$ cat config.mk
export PLATFORM = sky130hd
export DESIGN_NAME = mbus_demux
export DESIGN_NICKNAME = d
export VERILOG_FILES = /design/src/rtl/mbus_pkg.sv /design/src/rtl/mbus_sampler.sv /design/src/rtl/mbus_addr_latch.sv /design/src/rtl/mbus_wr_capture.sv /design/src/rtl/mbus_rd_drive.sv /design/src/rtl/mbus_demux.sv
export SDC_FILE = /design/constraint.sdc
export NUM_CORES = 1
export LEC_CHECK = 0
export ABC_AREA = 1
export CORE_MARGIN = 10
export CORE_UTILIZATION = 25
export CTS_BUF_LIST = sky130_fd_sc_hd__clkbuf_8
export DETAILED_ROUTE_END_ITERATION = 10
export GPL_TIMING_DRIVEN = 0
export PLACE_DENSITY_LB_ADDON = 0.1
export SYNTH_ARGS = -nofsm -noshare
export SYNTH_HDL_FRONTEND = slang
export SYNTH_HIERARCHICAL = 1
export SYNTH_SLANG_ARGS = --single-unit
$ cat constraint.sdc
create_clock -name clk -period 1.91 [get_ports clk]
set_input_delay 0.191 -clock clk [delete_from_list [all_inputs] [get_ports clk]]
set_output_delay 0.191 -clock clk [all_outputs]
set_load 0.02 [all_outputs]
$ cat src/rtl/mbus_pkg.sv
package mbus_pkg;

  typedef enum logic [1:0] {
    LN_WORD = 2'd0,
    LN_EVEN = 2'd1,
    LN_ODD  = 2'd2,
    LN_BAD  = 2'd3
  } lane_sel_e;

  typedef struct packed {
    logic even;
    logic odd;
    logic bad;
  } lane_t;

  function automatic lane_sel_e lane_decode(input logic a0, input logic strobe_n);
    unique case ({a0, strobe_n})
      2'b00:   return LN_WORD;
      2'b01:   return LN_EVEN;
      2'b10:   return LN_ODD;
      default: return LN_BAD;
    endcase
  endfunction

  function automatic lane_t lane_flags(input lane_sel_e sel);
    lane_t f;
    f = '0;
    case (sel)
      LN_WORD: begin f.even = 1'b1; f.odd = 1'b1; end
      LN_EVEN: f.even = 1'b1;
      LN_ODD:  f.odd  = 1'b1;
      default: f.bad  = 1'b1;
    endcase
    return f;
  endfunction

endpackage

$ cat src/rtl/mbus_sampler.sv
module mbus_sampler #(
  parameter int W = 16
) (
  input  logic         clk,
  input  logic         rst_n,
  input  logic         e_in,
  input  logic         rw_in,
  input  logic         strobe_n_in,
  input  logic [W-1:0] ad_in,
  output logic         e_rise,
  output logic         e_fall,
  output logic         rw_prev,
  output logic         strobe_n_prev,
  output logic [W-1:0] ad_prev
);

  logic e_now, e_old;
  logic rw_now, strobe_now;
  logic [W-1:0] ad_now;

  always_ff @(posedge clk or negedge rst_n) begin
    if (!rst_n) begin
      e_now         <= 1'b0;
      e_old         <= 1'b0;
      rw_now        <= 1'b0;
      rw_prev       <= 1'b0;
      strobe_now    <= 1'b0;
      strobe_n_prev <= 1'b0;
      ad_now        <= '0;
      ad_prev       <= '0;
    end else begin
      e_now         <= e_in;
      e_old         <= e_now;
      rw_now        <= rw_in;
      rw_prev       <= rw_now;
      strobe_now    <= strobe_n_in;
      strobe_n_prev <= strobe_now;
      ad_now        <= ad_in;
      ad_prev       <= ad_now;
    end
  end

  assign e_rise = e_now & ~e_old;
  assign e_fall = ~e_now & e_old;

endmodule

$ cat src/rtl/mbus_addr_latch.sv
module mbus_addr_latch
  import mbus_pkg::*;
#(
  parameter int W      = 16,
  parameter int CS_LSB = 12,
  localparam int BW    = W - CS_LSB
) (
  input  logic          clk,
  input  logic          rst_n,
  input  logic          e_rise,
  input  logic          e_fall,
  input  logic          rw_prev,
  input  logic          strobe_n_prev,
  input  logic [W-1:0]  ad_prev,
  input  logic [BW-1:0] cs_base,
  output logic [W-1:0]  addr_q,
  output logic          rw_q,
  output logic          phase_q,
  output logic          cs,
  output logic          lane_even,
  output logic          lane_odd,
  output logic          lane_bad,
  output logic          rd_req
);

  logic      strobe_q;
  lane_t     flags;
  lane_t     flags_next;
  logic      cs_next;

  assign flags      = lane_flags(lane_decode(addr_q[0], strobe_q));
  assign flags_next = lane_flags(lane_decode(ad_prev[0], strobe_n_prev));
  assign cs         = (addr_q[W-1:CS_LSB] == cs_base);
  assign cs_next    = (ad_prev[W-1:CS_LSB] == cs_base);

  always_ff @(posedge clk or negedge rst_n) begin
    if (!rst_n) begin
      addr_q   <= '0;
      rw_q     <= 1'b0;
      strobe_q <= 1'b0;
      phase_q  <= 1'b0;
      rd_req   <= 1'b0;
    end else begin
      rd_req <= 1'b0;
      if (e_rise) begin
        addr_q   <= ad_prev;
        rw_q     <= rw_prev;
        strobe_q <= strobe_n_prev;
        phase_q  <= 1'b1;
        rd_req   <= rw_prev & cs_next & ~flags_next.bad;
      end else if (e_fall) begin
        phase_q  <= 1'b0;
      end
    end
  end

  assign lane_even = phase_q & flags.even;
  assign lane_odd  = phase_q & flags.odd;
  assign lane_bad  = phase_q & flags.bad;

  // a legal data phase always enables at least one lane
  a_r3_lane_present: assert property (@(posedge clk) disable iff (!rst_n)
    (phase_q && !lane_bad) |-> (lane_even || lane_odd));

  // read request lasts a single cycle
  a_r9_req_single: assert property (@(posedge clk) disable iff (!rst_n)
    rd_req |=> !rd_req);

endmodule

$ cat src/rtl/mbus_wr_capture.sv
module mbus_wr_capture #(
  parameter int W = 16
) (
  input  logic         clk,
  input  logic         rst_n,
  input  logic         e_fall,
  input  logic         phase_q,
  input  logic         rw_q,
  input  logic         cs,
  input  logic         lane_even,
  input  logic         lane_odd,
  input  logic         lane_bad,
  input  logic [W-1:0] addr_q,
  input  logic [W-1:0] ad_prev,
  input  logic         wr_ready,
  output logic         wr_valid,
  output logic [W-1:0] wr_addr,
  output logic [W-1:0] wr_data,
  output logic [1:0]   wr_be
);

  logic cap;
  assign cap = e_fall & phase_q & ~rw_q & cs & ~lane_bad;

  always_ff @(posedge clk or negedge rst_n) begin
    if (!rst_n) begin
      wr_valid <= 1'b0;
      wr_addr  <= '0;
      wr_data  <= '0;
      wr_be    <= '0;
    end else if (cap) begin
      wr_valid <= 1'b1;
      wr_addr  <= addr_q;
      wr_data  <= ad_prev;
      wr_be    <= {lane_even, lane_odd};
    end else if (wr_ready) begin
      wr_valid <= 1'b0;
    end
  end

  // a pending write is held until it is accepted
  a_r8_hold_pending: assert property (@(posedge clk) disable iff (!rst_n)
    (wr_valid && !wr_ready && !cap) |=> (wr_valid && $stable(wr_data)));

endmodule

$ cat src/rtl/mbus_rd_drive.sv
module mbus_rd_drive #(
  parameter int W   = 16,
  localparam int LW = W / 2
) (
  input  logic         phase_q,
  input  logic         rw_q,
  input  logic         cs,
  input  logic         lane_even,
  input  logic         lane_odd,
  input  logic         lane_bad,
  input  logic [W-1:0] rd_data,
  output logic         ad_oe,
  output logic [W-1:0] ad_out
);

  logic [1:0] lane_on;
  assign lane_on = {lane_even, lane_odd};
  assign ad_oe   = phase_q & rw_q & cs & ~lane_bad;

  for (genvar i = 0; i < 2; i++) begin : g_lane
    assign ad_out[i*LW +: LW] = (ad_oe && lane_on[i]) ? rd_data[i*LW +: LW] : '0;
  end

endmodule

$ cat src/rtl/mbus_demux.sv
module mbus_demux #(
  parameter int W      = 16,
  parameter int CS_LSB = 12,
  localparam int BW    = W - CS_LSB
) (
  input  logic          clk,
  input  logic          rst_n,
  input  logic          bus_e,
  input  logic          bus_rw,
  input  logic          bus_lstrb,
  input  logic [W-1:0]  bus_ad_in,
  output logic [W-1:0]  bus_ad_out,
  output logic          bus_ad_oe,
  input  logic [BW-1:0] cs_base,
  output logic          lane_even,
  output logic          lane_odd,
  output logic          lane_err,
  output logic          chip_sel,
  output logic          rd_req,
  output logic [W-1:0]  rd_addr,
  input  logic [W-1:0]  rd_data,
  output logic          wr_valid,
  input  logic          wr_ready,
  output logic [W-1:0]  wr_addr,
  output logic [W-1:0]  wr_data,
  output logic [1:0]    wr_be
);

  logic         e_rise, e_fall, rw_prev, strobe_n_prev;
  logic [W-1:0] ad_prev;
  logic [W-1:0] addr_q;
  logic         rw_q, phase_q, cs;

  mbus_sampler #(.W(W)) u_sampler (
    .clk(clk), .rst_n(rst_n), .e_in(bus_e), .rw_in(bus_rw),
    .strobe_n_in(bus_lstrb), .ad_in(bus_ad_in),
    .e_rise(e_rise), .e_fall(e_fall), .rw_prev(rw_prev),
    .strobe_n_prev(strobe_n_prev), .ad_prev(ad_prev)
  );

  mbus_addr_latch #(.W(W), .CS_LSB(CS_LSB)) u_latch (
    .clk(clk), .rst_n(rst_n), .e_rise(e_rise), .e_fall(e_fall),
    .rw_prev(rw_prev), .strobe_n_prev(strobe_n_prev), .ad_prev(ad_prev),
    .cs_base(cs_base), .addr_q(addr_q), .rw_q(rw_q), .phase_q(phase_q),
    .cs(cs), .lane_even(lane_even), .lane_odd(lane_odd),
    .lane_bad(lane_err), .rd_req(rd_req)
  );

  mbus_wr_capture #(.W(W)) u_wr (
    .clk(clk), .rst_n(rst_n), .e_fall(e_fall), .phase_q(phase_q),
    .rw_q(rw_q), .cs(cs), .lane_even(lane_even), .lane_odd(lane_odd),
    .lane_bad(lane_err), .addr_q(addr_q), .ad_prev(ad_prev),
    .wr_ready(wr_ready), .wr_valid(wr_valid), .wr_addr(wr_addr),
    .wr_data(wr_data), .wr_be(wr_be)
  );

  mbus_rd_drive #(.W(W)) u_rd (
    .phase_q(phase_q), .rw_q(rw_q), .cs(cs), .lane_even(lane_even),
    .lane_odd(lane_odd), .lane_bad(lane_err), .rd_data(rd_data),
    .ad_oe(bus_ad_oe), .ad_out(bus_ad_out)
  );

  assign chip_sel = cs;
  assign rd_addr  = addr_q;

  // an illegal combination enables no lane and drives nothing
  a_r4_err_silent: assert property (@(posedge clk) disable iff (!rst_n)
    lane_err |-> (!lane_even && !lane_odd && !bus_ad_oe));

  // the lines are driven only while E was high two samples earlier
  a_r6_drive_in_data_phase: assert property (@(posedge clk) disable iff (!rst_n)
    bus_ad_oe |-> $past(bus_e, 2));

endmodule

==> impl_metrics.json <==
{
  "initial_utilization_pct": 25.74,
  "synthDistinctLibCells": 16,
  "vias": 2749,
  "r2r_cells": 13,
  "hpwl_um": 7473,
  "tightest_slew_ns": 0.5719,
  "skew_ns": 0.01090,
  "grt_usage_pct": 10.88,
  "die_width_um": 137.2,
  "reg2reg_slack_ns": -0.04,
  "max-vdd-ir-drop_mv": 0.4416,
  "firstDrtPassIters": 4,
  "grt_pass1_wl_um": 15570,
  "clk_pin_slew_ns": 0.09,
  "crit_type": "reg -> out",
  "synth_seq_area_share_pct": 67.73,
  "drc": 0,
  "nets": 537,
  "ys_ff_latch": 93,
  "synthTopCellsByCount": "nand2_1 (128), dfrtp_1 (93), nand3_1 (36), inv_1 (33), nor2_1 (23)",
  "cp-endpoint": "bus_ad_out[14]",
  "crit_start": "u_latch/addr_q[13]",
  "htreeDepth": 3,
  "syn_avg_cell_area_um2": 9.901,
  "synth_top_cell_by_area": "dfrtp_1",
  "synth_edf_count": 0,
  "fin_total_pwr_uw": 5209,
  "antenna_found_initial": 0,
  "worstPathRequired_ns": 1.72,
  "grt_pass1_vias": 2764,
  "worst_skew_pair.late_latency_ns": 0.36,
  "syn_nets": 389,
  "critPathCaptureType": "primary output",
  "p_leak_uw": 0.002686,
  "die_height_um": 137.2,
  "num_rows": 42,
  "fillCellCount": 1355,
  "async_flop_share_pct": 100.0,
  "finalSetupViolations": 45,
  "fin_crit_sh_pct": 106.2,
  "die_area_um2": 18830,
  "antenna-diode-count": 0,
  "start_kind": "flop",
  "ys_warn_count": 6,
  "grt_max_degree": 53,
  "critPathArrivalTime_ns": 1.84,
  "fmax_mhz": 492.9,
  "max-cap-violations": 0,
  "syn2layout_area_growth_pct": 58.01,
  "synthesis.area_um2": 3436,
  "via_per_inst": 4.067,
  "violations": "setup timing",
  "outcome": "finished with violations",
  "drive_above_1_share_pct": 17.40,
  "drt_iter0_drc": 113,
  "r2r_start": "u_latch/addr_q[13]",
  "synth_most_common_cell": "nand2_1",
  "postRouteAntennaNets": 0,
  "synth_area_leaders": "dfrtp_1 (68%), nand2_1 (14%), nand3_1 (5.2%)",
  "drt_wl_total_um": 10610,
  "cts_root_buf": "clkbuf_8",
  "hold_viol_final": 0,
  "rsz0062_at_grt": "true",
  "finalCriticalPeriod_ns": 2.029,
  "rr_endpoint": "u_wr/wr_data[11]",
  "cts_max_path_buffers": 2,
  "power_per_cell_area_nw_per_um2": 959.4,
  "numClockSinks": 93,
  "ys.flop_type": "dfrtp_1",
  "tritoncts": "done",
  "ios": 115,
  "wl_per_cell_um": 15.69,
  "place_congestion": 0.7575,
  "synth_top_area_share_pct": 67.73,
  "tns_ns": -2.188,
  "slew_violations": 0,
  "setup_slack_ns": -0.1188,
  "overflow": 0,
  "slew_headroom_pct": 61.87,
  "synthCells": 347,
  "crit_fanout": 8,
  "numPortBuffers": 114,
  "hold_path_class": "in -> reg",
  "cts_buffers": 9,
  "design.core.area_um2": 13350
}
-- cell families after synthesis --
kind of cell | count (synthesis) | synth area share, %
AO/OA/AOI/OAI | 7 | 1.020
AND/OR/NAND/NOR | 197 | 24.29
buffers and inverters | 48 | 6.446
flip-flops | 93 | 67.73
XOR/XNOR | 2 | 0.5099
-- cell type report --
cell class	instances	area, um2	area share [%]
clock inverters	5	73.82	1.360
well taps	176	220.2	4.056
plain buffers	12	123.9	2.282
flip-flops and latches	93	2328	42.89
inverters	36	135.1	2.489
clock buffers	11	151.4	2.789
multi-input cells	207	978.4	18.02
repair buffers	136	1418	26.11
-- power by group --
| part | internal, uW | leakage (uW) | total (uW) | switching [uW] |
|---|---|---|---|---|
| logic | 635 | 0.00140 | 1340 | 706 |
| clock network | 800 | 0.000121 | 1480 | 677 |
| registers | 2230 | 0.00116 | 2390 | 161 |
-- per-stage QoR --
stage / hold WS, ns / cells / worst slack (ns) / util, % / instance area [um2]
2_1_floorplan: -0.1046 / 347 / 0.09391 / - / 3443
3_3_place_gp: 0.3327 / 637 / -2.957 / 36.00 / 4805
3_5_place_dp: 0.2243 / 638 / -0.6370 / 36.18 / 4830
4_1_cts: 0.2365 / 664 / -0.1844 / 38.40 / 5126
5_1_grt: 0.2294 / 676 / -0.2441 / 40.67 / 5429
6_report: 0.2552 / 676 / -0.1188 / 40.67 / 5429
-- how the worst min path moves through the flow --
stage / startpoint / end / cells past startpoint
after floorplan: rst_n / u_latch/addr_q[0] / 0
after global placement: u_sampler/ad_now[12] / u_sampler/ad_prev[12] / 0
after detailed placement: rst_n / u_sampler/rw_now / 1
after CTS: bus_ad_in[14] / u_sampler/ad_now[14] / 1
after global routing: bus_ad_in[7] / u_sampler/ad_now[7] / 1
final: bus_ad_in[14] / u_sampler/ad_now[14] / 1
-- layout by cell type, fill, tap and decap left out --
cell type,instances
dfrtp_2,1
clkinv_2,2
nand3_1,36
inv_1,34
nor2_2,4
clkdlybuf4s50_1,92
nand4_1,2
nor3_1,1
clkbuf_8,11
nand2_8,2
bufinv_16,2
buf_8,5
dlygate4sd2_1,3
clkbuf_16,5
buf_2,4
buf_6,9
o21ai_0,6
nor2_4,6
nand2_1,128
nor3_4,1
nor2_1,16
inv_2,3
xnor2_1,2
nand3_4,2
dlygate4sd3_1,1
buf_4,26
buf_12,2
o21ai_2,1
dfrtp_1,92
buf_16,1
-- worst max-delay path, cell delays in order, from the launching register on --
cell and delay [ns]:
dfrtp_1 0.41, xnor2_1 0.15, nand3_1 0.13, nor2_4 0.15
inv_2 0.07, nor2_4 0.14, nand3_4 0.15, nor2_1 0.13
buf_4 0.15
-- flip-flops by register name, summed over array words and instances, names as in the netlist --
signal	cells
u_latch/addr_q	16
u_sampler/ad_now	16
u_sampler/ad_prev	16
u_wr/wr_addr	16
u_wr/wr_data	16
u_wr/wr_be	2
u_latch/phase_q	1
u_latch/rd_req	1
u_latch/rw_q	1
u_latch/strobe_q	1
u_sampler/e_now	1
u_sampler/e_old	1
u_sampler/rw_now	1
u_sampler/rw_prev	1
u_sampler/strobe_n_prev	1
u_sampler/strobe_now	1
u_wr/wr_valid	1
-- timing repair --
item,in CTS,in global routing
buffers inserted,9,6
endpoints found under the hold margin,41,0
pin swaps,7,11
setup endpoints to repair,25,53
cloned,0,6
hold buffers,1,0
resized for setup,103,27
-- routing by layer --
layer  routed length, um  share of wire (%)  track usage [%]  up-vias
met5                   0                  0                0        -
met4                 155                1.5            4.508        0
met3                 714                6.7            3.460       10
met2                5097                 48            17.35       77
met1                4642                 44            13.31     1305
li1                    -                  -                -     1357
No activity file was read; power rests on OpenSTA's default activity.
